**src/rtl/tmr_pkg.sv**
```systemverilog
// Shared types for the prescaled match-reload timer.
// Assumes: four prescale rates, encoded as listed in ps_sel_e.
package tmr_pkg;

    typedef enum logic [1:0] {
        PS_DIV1   = 2'd0,
        PS_DIV4   = 2'd1,
        PS_DIV32  = 2'd2,
        PS_DIV256 = 2'd3
    } ps_sel_e;

    localparam int NUM_RATES = 4;

    // log2 of the divide ratio for each select code
    function automatic int rate_log2(input int idx);
        case (idx)
            0:       return 0;
            1:       return 2;
            2:       return 5;
            default: return 8;
        endcase
    endfunction

endpackage

```
**src/rtl/tmr_prescaler.sv**
```systemverilog
// Free-running divider and tap selection that produce the timer tick.
// Assumes: DIV_W is at least the largest rate_log2 value; the tick is
// a same-clock enable, never a derived clock.
module tmr_prescaler
    import tmr_pkg::*;
#(
    parameter int DIV_W = 8
) (
    input  logic    clk,
    input  logic    rst_n,
    input  ps_sel_e sel,
    output logic    tick
);

    logic [DIV_W-1:0]     div_q;
    logic [NUM_RATES-1:0] tap_hit;

    // Divider: clears on reset, otherwise counts every cycle
    always_ff @(posedge clk) begin
        if (!rst_n) div_q <= '0;
        else        div_q <= div_q + 1'b1;
    end

    // One tap per rate: high when the low LOG bits of the divider are all ones
    for (genvar g = 0; g < NUM_RATES; g++) begin : g_tap
        localparam int LOG = rate_log2(g);
        if (LOG == 0) begin : g_every
            assign tap_hit[g] = 1'b1;
        end else if (LOG <= DIV_W) begin : g_low
            assign tap_hit[g] = &div_q[LOG-1:0];
        end else begin : g_full
            assign tap_hit[g] = &div_q;
        end
    end

    assign tick = tap_hit[sel];


    div_step_chk: assert property (@(posedge clk) disable iff (!rst_n)
        1'b1 |=> div_q == $past(div_q) + 1'b1);

endmodule

```
**src/rtl/tmr_counter.sv**
```systemverilog
// Match-reload up-counter with a registered match pulse.
// Assumes: load_one is a single-cycle CPU write strobe and tick is a
// clock enable from the prescaler.
module tmr_counter #(
    parameter int CNT_W = 8
) (
    input  logic             clk,
    input  logic             rst_n,
    input  logic             tick,
    input  logic             load_one,
    input  logic [CNT_W-1:0] cmp_val,
    output logic [CNT_W-1:0] cnt_q,
    output logic             match_q
);

    localparam logic [CNT_W-1:0] RELOAD = CNT_W'(1);

    logic equal;
    logic hit;

    assign equal = (cnt_q == cmp_val);
    assign hit   = tick & equal & ~load_one;

    // Count register: a write beats a tick, equality on a tick reloads
    always_ff @(posedge clk) begin
        if (!rst_n)        cnt_q <= RELOAD;
        else if (load_one) cnt_q <= RELOAD;
        else if (tick)     cnt_q <= equal ? RELOAD : cnt_q + 1'b1;
    end

    // Match pulse: registered copy of a tick-time compare hit
    always_ff @(posedge clk) begin
        if (!rst_n) match_q <= 1'b0;
        else        match_q <= hit;
    end


    hold_chk: assert property (@(posedge clk) disable iff (!rst_n)
        (!tick && !load_one) |=> $stable(cnt_q));

    step_chk: assert property (@(posedge clk) disable iff (!rst_n)
        (tick && !load_one && cnt_q != cmp_val) |=> cnt_q == $past(cnt_q) + 1'b1);

    reload_chk: assert property (@(posedge clk) disable iff (!rst_n)
        (tick && !load_one && cnt_q == cmp_val) |=> cnt_q == RELOAD);

    pulse_value_chk: assert property (@(posedge clk) disable iff (!rst_n)
        match_q |-> cnt_q == RELOAD);

    write_load_chk: assert property (@(posedge clk) disable iff (!rst_n)
        load_one |=> (cnt_q == RELOAD && !match_q));

    wrap_chk: assert property (@(posedge clk) disable iff (!rst_n)
        (tick && !load_one && cnt_q == '1 && cmp_val != '1) |=> cnt_q == '0);

endmodule

```
**src/rtl/tmr_regs.sv**
```systemverilog
// Bus decode, compare and prescale-control registers, and read mux.
// Assumes: DATA_W >= 2; one access per cycle; reads have no side effects.
module tmr_regs
    import tmr_pkg::*;
#(
    parameter int                ADDR_W   = 8,
    parameter int                DATA_W   = 8,
    parameter logic [ADDR_W-1:0] CNT_ADDR = 8'h10,
    parameter logic [ADDR_W-1:0] CMP_ADDR = 8'h11,
    parameter logic [ADDR_W-1:0] CTL_ADDR = 8'h1F,
    parameter logic [DATA_W-1:0] CMP_RST  = '1
) (
    input  logic              clk,
    input  logic              rst_n,
    input  logic [ADDR_W-1:0] addr,
    input  logic              we,
    input  logic [DATA_W-1:0] wdata,
    input  logic [DATA_W-1:0] cnt_val,
    output logic [DATA_W-1:0] rdata,
    output logic [DATA_W-1:0] cmp_q,
    output ps_sel_e           sel_q,
    output logic              cnt_wr
);

    logic cmp_wr;
    logic ctl_wr;

    assign cnt_wr = we & (addr == CNT_ADDR);
    assign cmp_wr = we & (addr == CMP_ADDR);
    assign ctl_wr = we & (addr == CTL_ADDR);

    // Compare register: full-width write
    always_ff @(posedge clk) begin
        if (!rst_n)      cmp_q <= CMP_RST;
        else if (cmp_wr) cmp_q <= wdata;
    end

    // Prescale select: only the two low write bits are kept
    always_ff @(posedge clk) begin
        if (!rst_n)      sel_q <= PS_DIV1;
        else if (ctl_wr) sel_q <= ps_sel_e'(wdata[1:0]);
    end

    // Read mux over registered state; unmapped addresses return zero
    always_comb begin
        rdata = '0;
        if (addr == CNT_ADDR)      rdata = cnt_val;
        else if (addr == CMP_ADDR) rdata = cmp_q;
        else if (addr == CTL_ADDR) rdata[1:0] = sel_q;
    end


    cmp_write_chk: assert property (@(posedge clk) disable iff (!rst_n)
        cmp_wr |=> cmp_q == $past(wdata));

    ctl_high_zero_chk: assert property (@(posedge clk) disable iff (!rst_n)
        (addr == CTL_ADDR) |-> rdata[DATA_W-1:2] == '0);

    unmapped_zero_chk: assert property (@(posedge clk) disable iff (!rst_n)
        (addr != CNT_ADDR && addr != CMP_ADDR && addr != CTL_ADDR) |-> rdata == '0);

endmodule

```
**src/rtl/tick_reload_timer.sv**
```systemverilog
// Top level: prescaled 8-bit timer that reloads to one on compare match.
// Assumes: synchronous active-low reset; a single-cycle bus write strobe.
module tick_reload_timer
    import tmr_pkg::*;
#(
    parameter int                ADDR_W   = 8,
    parameter int                CNT_W    = 8,
    parameter int                DIV_W    = 8,
    parameter logic [ADDR_W-1:0] CNT_ADDR = 8'h10,
    parameter logic [ADDR_W-1:0] CMP_ADDR = 8'h11,
    parameter logic [ADDR_W-1:0] CTL_ADDR = 8'h1F
) (
    input  logic              clk,
    input  logic              rst_n,
    input  logic [ADDR_W-1:0] bus_addr,
    input  logic              bus_we,
    input  logic [CNT_W-1:0]  bus_wdata,
    output logic [CNT_W-1:0]  bus_rdata,
    output logic              match_pulse
);

    logic             tick;
    logic             cnt_wr;
    ps_sel_e          sel;
    logic [CNT_W-1:0] cmp_val;
    logic [CNT_W-1:0] cnt_val;

    tmr_regs #(
        .ADDR_W  (ADDR_W),
        .DATA_W  (CNT_W),
        .CNT_ADDR(CNT_ADDR),
        .CMP_ADDR(CMP_ADDR),
        .CTL_ADDR(CTL_ADDR),
        .CMP_RST ({CNT_W{1'b1}})
    ) u_regs (
        .clk    (clk),
        .rst_n  (rst_n),
        .addr   (bus_addr),
        .we     (bus_we),
        .wdata  (bus_wdata),
        .cnt_val(cnt_val),
        .rdata  (bus_rdata),
        .cmp_q  (cmp_val),
        .sel_q  (sel),
        .cnt_wr (cnt_wr)
    );

    tmr_prescaler #(
        .DIV_W(DIV_W)
    ) u_pre (
        .clk  (clk),
        .rst_n(rst_n),
        .sel  (sel),
        .tick (tick)
    );

    tmr_counter #(
        .CNT_W(CNT_W)
    ) u_cnt (
        .clk     (clk),
        .rst_n   (rst_n),
        .tick    (tick),
        .load_one(cnt_wr),
        .cmp_val (cmp_val),
        .cnt_q   (cnt_val),
        .match_q (match_pulse)
    );


    reset_state_chk: assert property (@(posedge clk)
        !rst_n |=> (cnt_val == CNT_W'(1) && !match_pulse && sel == PS_DIV1));

endmodule

```
**config.mk**
```make
export PLATFORM = sky130hd
export DESIGN_NAME = tick_reload_timer
export DESIGN_NICKNAME = d
export VERILOG_FILES = /design/src/rtl/tmr_pkg.sv /design/src/rtl/tmr_prescaler.sv /design/src/rtl/tmr_counter.sv /design/src/rtl/tmr_regs.sv /design/src/rtl/tick_reload_timer.sv
export SDC_FILE = /design/constraint.sdc
export NUM_CORES = 1
export LEC_CHECK = 0
export CORE_AREA = 2 2 51 89
export CTS_BUF_LIST = sky130_fd_sc_hd__clkbuf_2
export DETAILED_ROUTE_END_ITERATION = 7
export DIE_AREA = 0 0 53 91
export HOLD_SLACK_MARGIN = 0.08
export MAX_ROUTING_LAYER = met4
export PLACE_DENSITY = 0.55
export SLEW_MARGIN = 20
export SYNTH_ARGS = -nofsm -noshare
export SYNTH_HDL_FRONTEND = slang
export SYNTH_SLANG_ARGS = --single-unit
```
**constraint.sdc**
```tcl
create_clock -name clk -period 2 [get_ports clk]
set_input_delay 0.4 -clock clk [delete_from_list [all_inputs] [get_ports clk]]
set_output_delay 0.4 -clock clk [all_outputs]
set_load 0.01 [all_outputs]
```
==> results_dict.tcl <==
set metrics [dict create \
    status "finished, violations left" \
    failed_checks "setup timing" \
    max_clock_freq_ghz 0.472 \
    core.rowCount 31 \
    globalRouteOverflowTotal 0 \
    antenna_violating_nets_post_route 0 \
    post_layout_nonfiller_instances 257 \
    report.final.hold_viol_count 0 \
    dr.pass1.iters 4 \
    power-per-cell-area_mw_per_mm2 476 \
    cts.sinks 27 \
    critical_path_peak_fanout 8 \
    timing_max_transition_violations_final 0 \
    crit_chain "buf_6 -> or4b_4 -> nand2b_4 -> nor2_4 -> buf_6 -> a22o_1 -> buf_2" \
    detailedPlacementHpwl_um 2650 \
    synth_flop_cell "sky130_fd_sc_hd__dfxtp_1" \
    worst_case_vdd_ir_drop_v 0.000249 \
    syn_to_final_growth_pct 31.2 \
    numCtsBuffers 3 \
    n_antenna_cell 0 \
    crit_path_frequent_cell "sky130_fd_sc_hd__buf_6" \
    timing.final.crit_period_ns 2.12 \
    num_vias 1311 \
    post_synth_instance_area_sq_mm 0.00141 \
    yosysTopAreaCell "sky130_fd_sc_hd__dfxtp_1" \
    synth.avg_cell_area_sq_um 8.59 \
    dieArea_sq_mm 0.00482 \
    worstSetupStartpointType "input port" \
    clock_path_buffers 2 \
    worst_slew_pin_slew_ns 0.387 \
    maximum_capacitance_violations 0 \
    initial_core_util 0.346 \
    count_of_yosys_warnings_during_synthesis 0 \
    core_footprint_sq_mm 0.00407 \
    ctsHtreeMaxLevel 1 \
    die_h_um 91 \
    final_layout_size_suffix_gt1_frac 0.207 \
    finalPower_mw 0.880 \
    drcViolationCount 0 \
    viasPerCell 5.10 \
    syn_nets 186 \
    first_iter_violations 14 \
    initial_antenna_violation_count 0 \
    worst_slew_margin_rel 0.741 \
    postSynth.asyncResetShare 0 \
    timing.clock.skew_ns 0.00392 \
    setup_viol 8 \
    cp_slowest_cell "sky130_fd_sc_hd__or4b_4" \
    synth_seq_cells 27 \
    unique_cell_type_count_in_the_yosys_netlist 35 \
    data_required_time_at_the_worst_endpoint_ns 1.60 \
    setup_slack_ns -0.119 \
    tritoncts "done" \
    seq_area_frac_synth 0.384 \
    cellLeakagePower_nw 0.778 \
    finish.utilization 0.454 \
    setup.worst_path.end_class "primary output" \
    layout_worst_path_cycle_share 1.06 \
    top_level_ports 28 \
    nets 231 \
    grt.total_usage 0.161 \
    finalWirelength_um 3270 \
    cp.buffers_inverters 3 \
    critPathTopFamily "simple AND/OR/NAND/NOR gates" \
    synth.top_cells.by_area "sky130_fd_sc_hd__dfxtp_1 (38%), sky130_fd_sc_hd__nand2_1 (6.9%), sky130_fd_sc_hd__mux2i_1 (5.7%)" \
    hp-class "reg -> reg" \
    die_x_um 53 \
    post-synth-top-area-fraction 0.384 \
    rsz0062_at_grt "true" \
    cts_hold_repair.buffers 0 \
    timing.critical_path.slowest_cell_delay_ns 0.57 \
    dp_cells 251 \
    drt-wirelength-per-cell_um 12.7 \
    synth_enable_flop_cells 0 \
    grt_first_pass_wirelength_um 5890 \
    via_count_of_the_first_global_routing_pass 1395 \
    cts.root.buffer_cell "sky130_fd_sc_hd__clkbuf_2" \
    gp_routability_congestion 0.785 \
    setup.worst_path.class "in -> out" \
    grt_start_max_net_pins 19 \
    holdWs_ns 0.493 \
    clk_latency_ns 0.33 \
    buffer_ports.inserted 27 \
    cp.arrival_ns 1.72 \
    post_synthesis_instance_total 164 \
    clock_pin_slew_on_the_worst_setup_and_hold_paths_ns 0.23 \
]
report_power, final:
| group | internal, mW | leakage (nW) | switching [mW] | total (mW) |
|---|---|---|---|---|
| Sequential | 0.553 | 0.219 | 0.0185 | 0.571 |
| Combinational | 0.0638 | 0.542 | 0.0420 | 0.106 |
| Clock | 0.0528 | 0.0166 | 0.150 | 0.203 |
| Total | 0.669 | 0.778 | 0.211 | 0.880 |
synthesized netlist by cell type (2+ instances only):
cell and count:
sky130_fd_sc_hd__o22ai_1 3, sky130_fd_sc_hd__and2_1 5, sky130_fd_sc_hd__nand2b_1 2, sky130_fd_sc_hd__xor2_1 9, sky130_fd_sc_hd__nor3_1 5, sky130_fd_sc_hd__nor2b_1 2, sky130_fd_sc_hd__a22o_1 6, sky130_fd_sc_hd__dfxtp_1 27
sky130_fd_sc_hd__clkbuf_1 4, sky130_fd_sc_hd__o21ai_0 5, sky130_fd_sc_hd__nor4_1 2, sky130_fd_sc_hd__inv_1 5, sky130_fd_sc_hd__a21boi_0 3, sky130_fd_sc_hd__nor2_1 3, sky130_fd_sc_hd__nand3_1 13, sky130_fd_sc_hd__a22oi_1 2
sky130_fd_sc_hd__or4b_4 2, sky130_fd_sc_hd__nand4_1 2, sky130_fd_sc_hd__mux2i_1 8, sky130_fd_sc_hd__ha_1 3, sky130_fd_sc_hd__or3_1 6, sky130_fd_sc_hd__xnor2_1 3, sky130_fd_sc_hd__nand2_1 26, sky130_fd_sc_hd__a21oi_1 6
sky130_fd_sc_hd__a31oi_1 2
sequential cells by signal (all words and copies together) (netlist names):
register / flops
u_cnt.cnt_q: 8
u_regs.sel_q: 2
u_regs.cmp_q: 8
u_pre.div_q: 8
u_cnt.match_q: 1
path summary, 6_finish.rpt:
| path | start | to | slack (ns) | cells after the start |
|---|---|---|---|---|
| max | bus_addr[6] | bus_rdata[7] | -0.12 | 7 |
| min | u_pre.div_q[0] | u_pre.div_q[0] | 0.49 | 1 |
| max reg2reg | u_pre.div_q[0] | u_cnt.cnt_q[0] | 0.20 | 8 |
| min reg2reg | u_pre.div_q[0] | u_pre.div_q[0] | 0.49 | 1 |
layout make-up:
class                   count  area (sq um)
clock buffers               4          20.0
well taps                  49          61.3
flip-flops and latches     27           541
multi-input cells         126           845
fillers                   412          2220
inverters                   5          18.8
repair buffers             46           363
per-stage QoR:
step | setup slack [ns] | setup TNS [ns] | instance area (sq um)
2_1_floorplan | 0.0205 | 0 | 1410
3_3_place_gp | -0.852 | -12.42 | 1840
3_5_place_dp | -0.898 | -13.05 | 1840
4_1_cts | -0.141 | -0.996 | 1840
5_1_grt | -0.162 | -1.19 | 1850
6_report | -0.119 | -0.766 | 1850
layout by cell type, fill, tap and decap left out, types with 3 or more instances in the layout:
cell / instances
sky130_fd_sc_hd__nor3_1: 5
sky130_fd_sc_hd__nand3_1: 13
sky130_fd_sc_hd__dfxtp_1: 27
sky130_fd_sc_hd__a21oi_1: 6
sky130_fd_sc_hd__mux2i_1: 8
sky130_fd_sc_hd__and2_1: 5
sky130_fd_sc_hd__nor2_1: 3
sky130_fd_sc_hd__buf_4: 17
sky130_fd_sc_hd__buf_2: 10
sky130_fd_sc_hd__o22ai_1: 3
sky130_fd_sc_hd__clkdlybuf4s50_1: 12
sky130_fd_sc_hd__nand2_1: 26
sky130_fd_sc_hd__a22o_1: 6
sky130_fd_sc_hd__dlygate4sd2_1: 3
sky130_fd_sc_hd__o21ai_0: 5
sky130_fd_sc_hd__buf_6: 3
sky130_fd_sc_hd__or3_1: 5
sky130_fd_sc_hd__xor2_1: 9
sky130_fd_sc_hd__xnor2_1: 3
sky130_fd_sc_hd__a21boi_0: 3
sky130_fd_sc_hd__clkbuf_2: 5
sky130_fd_sc_hd__inv_1: 5
sky130_fd_sc_hd__ha_1: 3
repair_timing:
item,4_1_cts,5_1_grt
buffers inserted,1,1
endpoints found under the setup margin,11,9
pin swaps,9,5
resized for setup,52,3
per-layer routing:
layer,share of wire,track usage
met5,0,-
met4,0.012,0.0470
met3,0.016,0.0230
met2,0.58,0.296
met1,0.39,0.168
logic make-up after synthesis:
| kind of cell | after synthesis | share of synthesized area |
|---|---|---|
| flip-flops | 27 | 0.384 |
| AO/OA/AOI/OAI | 32 | 0.163 |
| adder cells (fa/ha/maj) | 3 | 0.0266 |
| buffers and inverters | 11 | 0.0346 |
| XOR/XNOR | 12 | 0.0746 |
| multiplexers | 8 | 0.0568 |
| AND/OR/NAND/NOR | 71 | 0.261 |
worst register-to-register path: cells and delay by family (launching register included):
kind / cells / cell delay (ns)
AOI/OAI and AO/OA: 2 / 0.43
adders and majority gates: 2 / 0.41
buffers and inverters: 1 / 0.07
DFF: 1 / 0.39
and+or+nand+nor: 3 / 0.47
Power figures use the tool's default switching activity.
